[config.mk]
export PLATFORM = sky130hd
export DESIGN_NAME = fpmode_access_gate
export DESIGN_NICKNAME = d
export VERILOG_FILES = /design/src/rtl/fpmode_gate_pkg.sv /design/src/rtl/fpmode_enable_rules.sv /design/src/rtl/fpmode_access_rules.sv /design/src/rtl/fpmode_access_gate.sv
export SDC_FILE = /design/constraint.sdc
export NUM_CORES = 1
export LEC_CHECK = 0
export ABC_AREA = 1
export CORE_ASPECT_RATIO = 1.2
export CORE_MARGIN = 2
export CORE_UTILIZATION = 40
export DETAILED_ROUTE_END_ITERATION = 8
export GPL_ROUTABILITY_DRIVEN = 0
export PLACE_DENSITY = 0.76
export REMOVE_ABC_BUFFERS = 1
export SLEW_MARGIN = 10
export SYNTH_ARGS = -nofsm -noshare
export SYNTH_HDL_FRONTEND = slang
export SYNTH_SLANG_ARGS = --single-unit
[constraint.sdc]
create_clock -name vclk -period 2.17
set_input_delay 0.434 -clock vclk [all_inputs]
set_output_delay 0.434 -clock vclk [all_outputs]
set_load 0.1 [all_outputs]
[src/rtl/fpmode_gate_pkg.sv]
package fpmode_gate_pkg;

  localparam int LVL_W = 2;
  localparam int CLS_W = 6;
  localparam int FLD_W = 2;

  localparam logic [LVL_W-1:0] LV0 = 2'd0;
  localparam logic [LVL_W-1:0] LV1 = 2'd1;
  localparam logic [LVL_W-1:0] LV2 = 2'd2;
  localparam logic [LVL_W-1:0] LV3 = 2'd3;

  localparam logic [CLS_W-1:0] CLS_MODE   = 6'h18;
  localparam logic [CLS_W-1:0] CLS_FPACC  = 6'h07;
  localparam logic [CLS_W-1:0] CLS_ROUTED = 6'h00;

  typedef struct packed {
    logic             hit;
    logic             undef;
    logic [LVL_W-1:0] lvl;
    logic [CLS_W-1:0] cls;
  } verdict_t;

  typedef struct packed {
    logic top_present;
    logic hyp_enabled;
    logic host_l0;
    logic route;
    logic mon_fpm_en;
    logic mon_hx_en;
    logic dbg_undef;
    logic kern_fpm_en;
    logic hyp_fpm_en;
    logic hx_fpm_en;
  } mode_ctrl_t;

  typedef struct packed {
    logic             top_present;
    logic             hyp_enabled;
    logic             host_l0;
    logic             host_l2;
    logic             route;
    logic             mon_fp_trap;
    logic             dbg_undef;
    logic [FLD_W-1:0] kern_fp_en;
    logic [FLD_W-1:0] hyp_fp_en;
    logic             hyp_fp_trap;
  } acc_ctrl_t;

  function automatic verdict_t v_none();
    return '{hit: 1'b0, undef: 1'b0, lvl: LV0, cls: '0};
  endfunction

  function automatic verdict_t v_undef();
    return '{hit: 1'b1, undef: 1'b1, lvl: LV0, cls: '0};
  endfunction

  function automatic verdict_t v_trap(input logic [LVL_W-1:0] l,
                                      input logic [CLS_W-1:0] k);
    return '{hit: 1'b1, undef: 1'b0, lvl: l, cls: k};
  endfunction

  // Level-3 trap unless the secure-debug condition makes it undefined.
  function automatic verdict_t v_mon(input logic dbg, input logic [CLS_W-1:0] k);
    return dbg ? v_undef() : v_trap(LV3, k);
  endfunction

  function automatic logic fld_open(input logic [FLD_W-1:0] f);
    return f == '1;
  endfunction

  function automatic logic fld_low_clear(input logic [FLD_W-1:0] f);
    return !f[0];
  endfunction

endpackage

[src/rtl/fpmode_enable_rules.sv]
module fpmode_enable_rules
  import fpmode_gate_pkg::*;
(
  input  logic [LVL_W-1:0] lvl,
  input  mode_ctrl_t       c,
  output verdict_t         v
);
  localparam int NSLOT = 4;

  verdict_t slot [NSLOT];

  logic r_kern, r_hostl0, r_hx, r_mon;
  assign r_kern   = !c.host_l0 && !c.kern_fpm_en;
  assign r_hostl0 = c.host_l0 && !c.hyp_fpm_en;
  assign r_hx     = c.hyp_enabled && !c.host_l0 &&
                    ((c.top_present && !c.mon_hx_en) || !c.hx_fpm_en);
  assign r_mon    = c.top_present && !c.mon_fpm_en;

  always_comb begin
    for (int i = 0; i < NSLOT; i++) slot[i] = v_none();
    unique case (lvl)
      LV0: begin
        if (r_kern)   slot[0] = v_trap(c.route ? LV2 : LV1, CLS_MODE);
        if (r_hostl0) slot[1] = v_trap(LV2, CLS_MODE);
        if (r_hx)     slot[2] = v_trap(LV2, CLS_MODE);
        if (r_mon)    slot[3] = v_mon(c.dbg_undef, CLS_MODE);
      end
      LV1: begin
        if (r_hx)     slot[0] = v_trap(LV2, CLS_MODE);
        if (r_mon)    slot[1] = v_mon(c.dbg_undef, CLS_MODE);
      end
      LV2: begin
        if (r_mon)    slot[0] = v_mon(c.dbg_undef, CLS_MODE);
      end
      default: ;
    endcase
  end

  // First matching slot wins.
  always_comb begin
    v = v_none();
    for (int i = NSLOT - 1; i >= 0; i--)
      if (slot[i].hit) v = slot[i];
  end

  always_comb begin

    mode_cls_chk: assert (!(v.hit && !v.undef) || v.cls == CLS_MODE)
      else $error("mode-enable trap with wrong class");
  end

endmodule

[src/rtl/fpmode_access_rules.sv]
module fpmode_access_rules
  import fpmode_gate_pkg::*;
(
  input  logic [LVL_W-1:0] lvl,
  input  acc_ctrl_t        c,
  output verdict_t         v
);
  localparam int NSLOT = 5;

  verdict_t slot [NSLOT];

  logic r_kern0, r_host0, r_hostl2, r_hyptrap, r_kern1, r_mon;
  assign r_kern0   = !c.host_l0 && !fld_open(c.kern_fp_en);
  assign r_host0   = c.host_l0 && !fld_open(c.hyp_fp_en);
  assign r_hostl2  = c.host_l2 && fld_low_clear(c.hyp_fp_en);
  assign r_hyptrap = !c.host_l2 && c.hyp_fp_trap;
  assign r_kern1   = fld_low_clear(c.kern_fp_en);
  assign r_mon     = c.top_present && c.mon_fp_trap;

  always_comb begin
    for (int i = 0; i < NSLOT; i++) slot[i] = v_none();
    unique case (lvl)
      LV0: begin
        if (r_kern0)
          slot[0] = c.route ? v_trap(LV2, CLS_ROUTED) : v_trap(LV1, CLS_FPACC);
        if (r_host0)                    slot[1] = v_trap(LV2, CLS_FPACC);
        if (r_hostl2)                   slot[2] = v_trap(LV2, CLS_FPACC);
        if (c.hyp_enabled && r_hyptrap) slot[3] = v_trap(LV2, CLS_FPACC);
        if (r_mon)                      slot[4] = v_mon(c.dbg_undef, CLS_FPACC);
      end
      LV1: begin
        if (r_kern1)                    slot[0] = v_trap(LV1, CLS_FPACC);
        if (c.hyp_enabled && r_hyptrap) slot[1] = v_trap(LV2, CLS_FPACC);
        if (r_hostl2)                   slot[2] = v_trap(LV2, CLS_FPACC);
        if (r_mon)                      slot[3] = v_mon(c.dbg_undef, CLS_FPACC);
      end
      LV2: begin
        if (r_hyptrap)                  slot[0] = v_trap(LV2, CLS_FPACC);
        if (r_hostl2)                   slot[1] = v_trap(LV2, CLS_FPACC);
        if (r_mon)                      slot[2] = v_mon(c.dbg_undef, CLS_FPACC);
      end
      default: begin
        if (c.mon_fp_trap)              slot[0] = v_trap(LV3, CLS_FPACC);
      end
    endcase
  end

  always_comb begin
    v = v_none();
    for (int i = NSLOT - 1; i >= 0; i--)
      if (slot[i].hit) v = slot[i];
  end

  always_comb begin

    routed_cls_chk: assert (!(v.hit && !v.undef && v.cls == CLS_ROUTED) ||
                            (lvl == LV0 && v.lvl == LV2))
      else $error("rerouted class outside level 0");
  end

endmodule

[src/rtl/fpmode_access_gate.sv]
module fpmode_access_gate
  import fpmode_gate_pkg::*;
(
  input  logic             feat_present,
  input  logic [1:0]       cur_lvl,
  input  logic             top_present,
  input  logic             hyp_enabled,
  input  logic             hyp_host_e2h,
  input  logic             hyp_route_tge,
  input  logic             mon_fpm_en,
  input  logic             mon_hx_en,
  input  logic             mon_fp_trap,
  input  logic             dbg_undef_prio,
  input  logic             dbg_undef,
  input  logic             kern_fpm_en,
  input  logic             hyp_fpm_en,
  input  logic             hx_fpm_en,
  input  logic [1:0]       kern_fp_en,
  input  logic [1:0]       hyp_fp_en,
  input  logic             hyp_fp_trap,
  output logic             acc_allow,
  output logic             acc_undef,
  output logic             acc_trap,
  output logic [1:0]       trap_lvl,
  output logic [5:0]       trap_class
);

  // Derived host and routing states, brought out for the checks.
  logic host_l2, host_l0, route;
  assign host_l2 = hyp_enabled && hyp_host_e2h;
  assign host_l0 = host_l2 && hyp_route_tge;
  assign route   = hyp_enabled && hyp_route_tge;

  logic ev_absent, ev_prio;
  assign ev_absent = !feat_present;
  assign ev_prio   = (cur_lvl != LV3) && top_present && dbg_undef_prio &&
                     (!mon_fpm_en || mon_fp_trap);

  mode_ctrl_t mc;
  acc_ctrl_t  ac;

  assign mc = '{top_present: top_present, hyp_enabled: hyp_enabled,
                host_l0: host_l0, route: route, mon_fpm_en: mon_fpm_en,
                mon_hx_en: mon_hx_en, dbg_undef: dbg_undef,
                kern_fpm_en: kern_fpm_en, hyp_fpm_en: hyp_fpm_en,
                hx_fpm_en: hx_fpm_en};

  assign ac = '{top_present: top_present, hyp_enabled: hyp_enabled,
                host_l0: host_l0, host_l2: host_l2, route: route,
                mon_fp_trap: mon_fp_trap, dbg_undef: dbg_undef,
                kern_fp_en: kern_fp_en, hyp_fp_en: hyp_fp_en,
                hyp_fp_trap: hyp_fp_trap};

  verdict_t v_mode, v_acc, v_fin;

  fpmode_enable_rules u_mode (.lvl(cur_lvl), .c(mc), .v(v_mode));
  fpmode_access_rules u_acc  (.lvl(cur_lvl), .c(ac), .v(v_acc));

  always_comb begin
    if (ev_absent || ev_prio) v_fin = v_undef();
    else if (v_mode.hit)      v_fin = v_mode;
    else if (v_acc.hit)       v_fin = v_acc;
    else                      v_fin = v_none();
  end

  assign acc_allow  = !v_fin.hit;
  assign acc_undef  = v_fin.hit && v_fin.undef;
  assign acc_trap   = v_fin.hit && !v_fin.undef;
  assign trap_lvl   = acc_trap ? v_fin.lvl : LV0;
  assign trap_class = acc_trap ? v_fin.cls : '0;

  always_comb begin

    onehot_chk: assert ($onehot({acc_allow, acc_undef, acc_trap}))
      else $error("outcome not one-hot");

    idle_zero_chk: assert (acc_trap || (trap_lvl == LV0 && trap_class == '0))
      else $error("trap fields set without a trap");

    trap_floor_chk: assert (!acc_trap || (trap_lvl != LV0 && trap_lvl >= cur_lvl))
      else $error("trap to a lower level");

    absent_undef_chk: assert (feat_present || acc_undef)
      else $error("absent feature not undefined");

    top_no_undef_chk: assert (!(feat_present && cur_lvl == LV3) || !acc_undef)
      else $error("undefined at level 3");

    mode_first_chk: assert (!(feat_present && !ev_prio && v_mode.hit && v_acc.hit) ||
                            acc_undef || trap_class == CLS_MODE)
      else $error("access check outranked mode check");
  end

endmodule

==> results of run 1 <==
## metrics by stage
| stage | cell area, µm² | hold WS [ns] | worst slack, ns |
|---|---|---|---|
| 2_1_floorplan | 677 | 1.32 | -3.21 |
| 3_3_place_gp | 1330 | 1.79 | -0.597 |
| 3_5_place_dp | 1330 | 1.79 | -0.652 |
## kinds of logic after synthesis
group | count (synthesis) | synth area share [%]
AOI/OAI and AO/OA | 12 | 11.1
buffers and inverters | 22 | 14.6
other | 1 | 0.522
and+or+nand+nor | 108 | 73.7
==> summary.txt, run 1 <==
Synthesis
  – Most numerous cell in the Yosys netlist: nand2_1
  – Post-Syn Instances: 143
  – Syn avg cell area: 5.02 µm²
  – Top post-synthesis cells by area: nand2_1, nand3_1, nor2_1
  – Leading area contributor after synthesis: nand2_1
  – Sequential-to-total area share from yosys stat: 0%
  – Top cells by count, synth: nand2_1, nor2_1, nand3_1, inv_1, nand2_2
  – Synth warn: 0
  – Share of the synthesized area in the top cell type: 23.5%
  – Unique cell type count in the Yosys netlist: 23
  – Post-synthesis cell area: 718 µm²

Floorplan
  – Width of the die: 42.7 µm
  – Core Rows: 16
  – Die Ht: 50.4 µm
  – Initial Util: 43.2%
  – IO Pins: 31

Placement
  – Placed cell count: 216
  – Port Buffer Count: 30
  – DP HPWL: 2.23 mm

Clock network
  – Cts-stage hold buffer count: 0
  – Post-CTS setup buffer count: 15
  – Cts repair resizes: 119

Run status
  – First Error: [ERROR DPL-0038] Utilization greater than 100%, impossible to legalize
  – Status: aborted with a tool error
  – Failed at: clock tree synthesis
==> run 2, diff against run 1 <==
Settings changed: CORE_AREA set to 2 2 63 65, CORE_ASPECT_RATIO 1.2 to not set, CORE_MARGIN 2 to not set, CORE_UTILIZATION 40 to not set, DIE_AREA set to 0 0 65 67, PLACE_DENSITY 0.76 to not set, PLACE_DENSITY_LB_ADDON set to 0.15.
==> summary.txt, run 2 <==
STA
  – Worst hold slack: 1.59 ns
  – Fin. Hold Viols: 0
  – Fmax: 422 MHz
  – Final setup violation count: 10
  – Total negative slack: -1.54 ns
  – RSZ-0062 raised after global routing: true
  – Slew Limit Fails: 0
  – Crit path time final: 2.37 ns
  – Final Cycle Share: 109%
  – Post-route setup slack: -0.200 ns

Finish
  – Layout Nets: 233
  – Clkbuf count: 0
  – Final instance area: 1740 µm²
  – Register Area: 0 µm²
  – Synthesis-to-finish area growth: 143%
  – Layout cells sized above 1: 60.2%
  – Commonest cells after routing, fill and taps aside: buf_4, nand2_1, nand2_2
  – Final non-filler cell total: 259
  – Filler Cells Inserted: 359
  – Most common cell after layout, fill and taps aside: buf_4
  – Antenna cells: 0
  – Layout Utilization: 48.3%
  – Seq cells: 0

Power and ir drop
  – Combinational group share of total power: 100.0%
  – PwrDens: 306 nW/µm²
  – P_sw: 313 µW
  – Power Internal: 219 µW
  – Switch share: 58.9%
  – Pleak: 0.000892 µW
  – Worst IR Drop VDD: 0.000127 V
  – Clock power frac: 0%
  – Register share of total power: 0%

Synthesis
  – Syn avg cell area: 5.02 µm² (unchanged)
  – Sequential-to-total area share from yosys stat: 0% (unchanged)
  – Post-synthesis cell area: 718 µm² (unchanged)
  – Unique cell type count in the Yosys netlist: 23 (unchanged)
  – Share of the synthesized area in the top cell type: 23.5% (unchanged)
  – Top cells by count, synth: nand2_1, nor2_1, nand3_1, inv_1, nand2_2 (unchanged)
  – Leading area contributor after synthesis: nand2_1 (unchanged)
  – Synth warn: 0 (unchanged)
  – Post-Syn Instances: 143 (unchanged)
  – Most numerous cell in the Yosys netlist: nand2_1 (unchanged)
  – Top post-synthesis cells by area: nand2_1, nand3_1, nor2_1 (unchanged)

Run status
  – Status: finished, violations left (was aborted with a tool error)
  – Failing checks: setup timing

Drt
  – DRT antenna net count: 0
  – Vias: 1,158
  – DRC: 0
  – Routed len/inst: 11.9 µm
  – WL final: 3.08 mm
  – DRT iter0 DRCs: 28
  – Via density: 4.47
  – Drt pass-1 iters: 4

Global routing
  – Total GRT Usage: 14.3%
  – Largest net degree at the start of global routing: 7
  – Vias in the first global route: 1,219
  – First-pass GRT wire length: 5.06 mm
  – Initial antenna violation count: 0
  – Grt total ovfl: 0

Critical path
  – Type of the worst setup path: in -> out
  – Startpoint Class: primary input
  – Critical Path RT: 1.74 ns
  – Worst EP arrival: 1.94 ns
  – CP endpoint kind: output pin
  – Worst Path Max Fanout: 4

Floorplan
  – Die Ht: 67 µm (was 50.4 µm)
  – IO Pins: 31 (unchanged)
  – Core Rows: 22 (was 16)
  – DIE AREA: 4360 µm²
  – Initial Util: 19.9% (was 43.2%)
  – Core area: 3610 µm²
  – Width of the die: 65 µm (was 42.7 µm)

Flow run
  – Max-cap violations: 0

Hold path
  – Hold Crit Class: in -> out

Placement
  – Placed cell count: 249 (was 216)
  – DP HPWL: 2.38 mm (was 2.23 mm)
  – Port Buffer Count: 30 (unchanged)
  – Area after DPL: 1390 µm² (was 1330 µm²)
==> run 2: cell counts after synthesis <==
Identical to the previous run, type by type.
==> run 2: cell type report <==
| type | instances | area, µm² | share of cell area, % |
|---|---|---|---|
| Tap cell | 48 | 60.1 | 3.45 |
| Timing Repair Buffer | 73 | 753 | 43.2 |
| Multi-Input combinational cell | 121 | 860 | 49.4 |
| Inverter | 17 | 68.8 | 3.95 |
==> run 2: worst max-delay path: stages <==
cell     delay (ns)
buf_8          0.10
buf_6          0.12
buf_12         0.12
nor2_4         0.19
buf_6          0.13
nand3_4        0.08
nand3_4        0.09
nor3_4         0.05
buf_6          0.12
nand2_4        0.06
nor2_4         0.04
buf_6          0.10
nor2_4         0.11
buf_12         0.18
==> run 2: cells by family (layout without fill, tap and decap cells) <==
logic type / Yosys count / count (layout) / synth area share (%)
simple gates: 108 / 108 / 73.7
buf+inv: 22 / 90 / 14.6
other cells: 1 / 1 / 0.522
compound gates: 12 / 12 / 11.1
==> run 2: timing repair <==
action / in CTS / in global routing
buffers inserted: 10 / 1
hold buffers: 0 / 0
setup endpoints to repair: 10 / 10
pin swaps: 36 / 18
resized for setup: 99 / 19
==> run 2: routing by layer <==
metal / part of all wire [%] / GRT usage [%] / vias to the layer above / routed length, µm
met5: 0 / 0 / - / 0
met4: 0.42 / 1.60 / 0 / 13
met3: 2.4 / 0.507 / 2 / 75
met2: 57 / 29.8 / 12 / 1750
met1: 40 / 16.2 / 549 / 1240
li1: - / - / 595 / -
==> run 2: power by group through the flow <==
stage               sequential (µW)  clock (µW)  combinational, µW
floorplan                         0           0                245
global placement                  0           0                442
detailed placement                0           0                443
CTS                               0           0                511
global route                      0           0                562
finish                            0           0                532
==> run 2: final timing paths <==
path | slack [ns] | cells past startpoint | end | startpoint
worst max-delay path | -0.20 | 14 | acc_trap | cur_lvl[1]
worst min-delay path | 1.59 | 9 | trap_lvl[1] | cur_lvl[1]
==> run 2: per-stage QoR <==
stage                     setup WS, ns  total power (µW)
after floorplan                  -3.21               245
after global placement          -0.656               442
after detailed placement        -0.681               443
after CTS                       -0.170               511
after global routing            -0.274               562
final                           -0.200               532
Note: power is estimated with default switching activity, not from simulation.
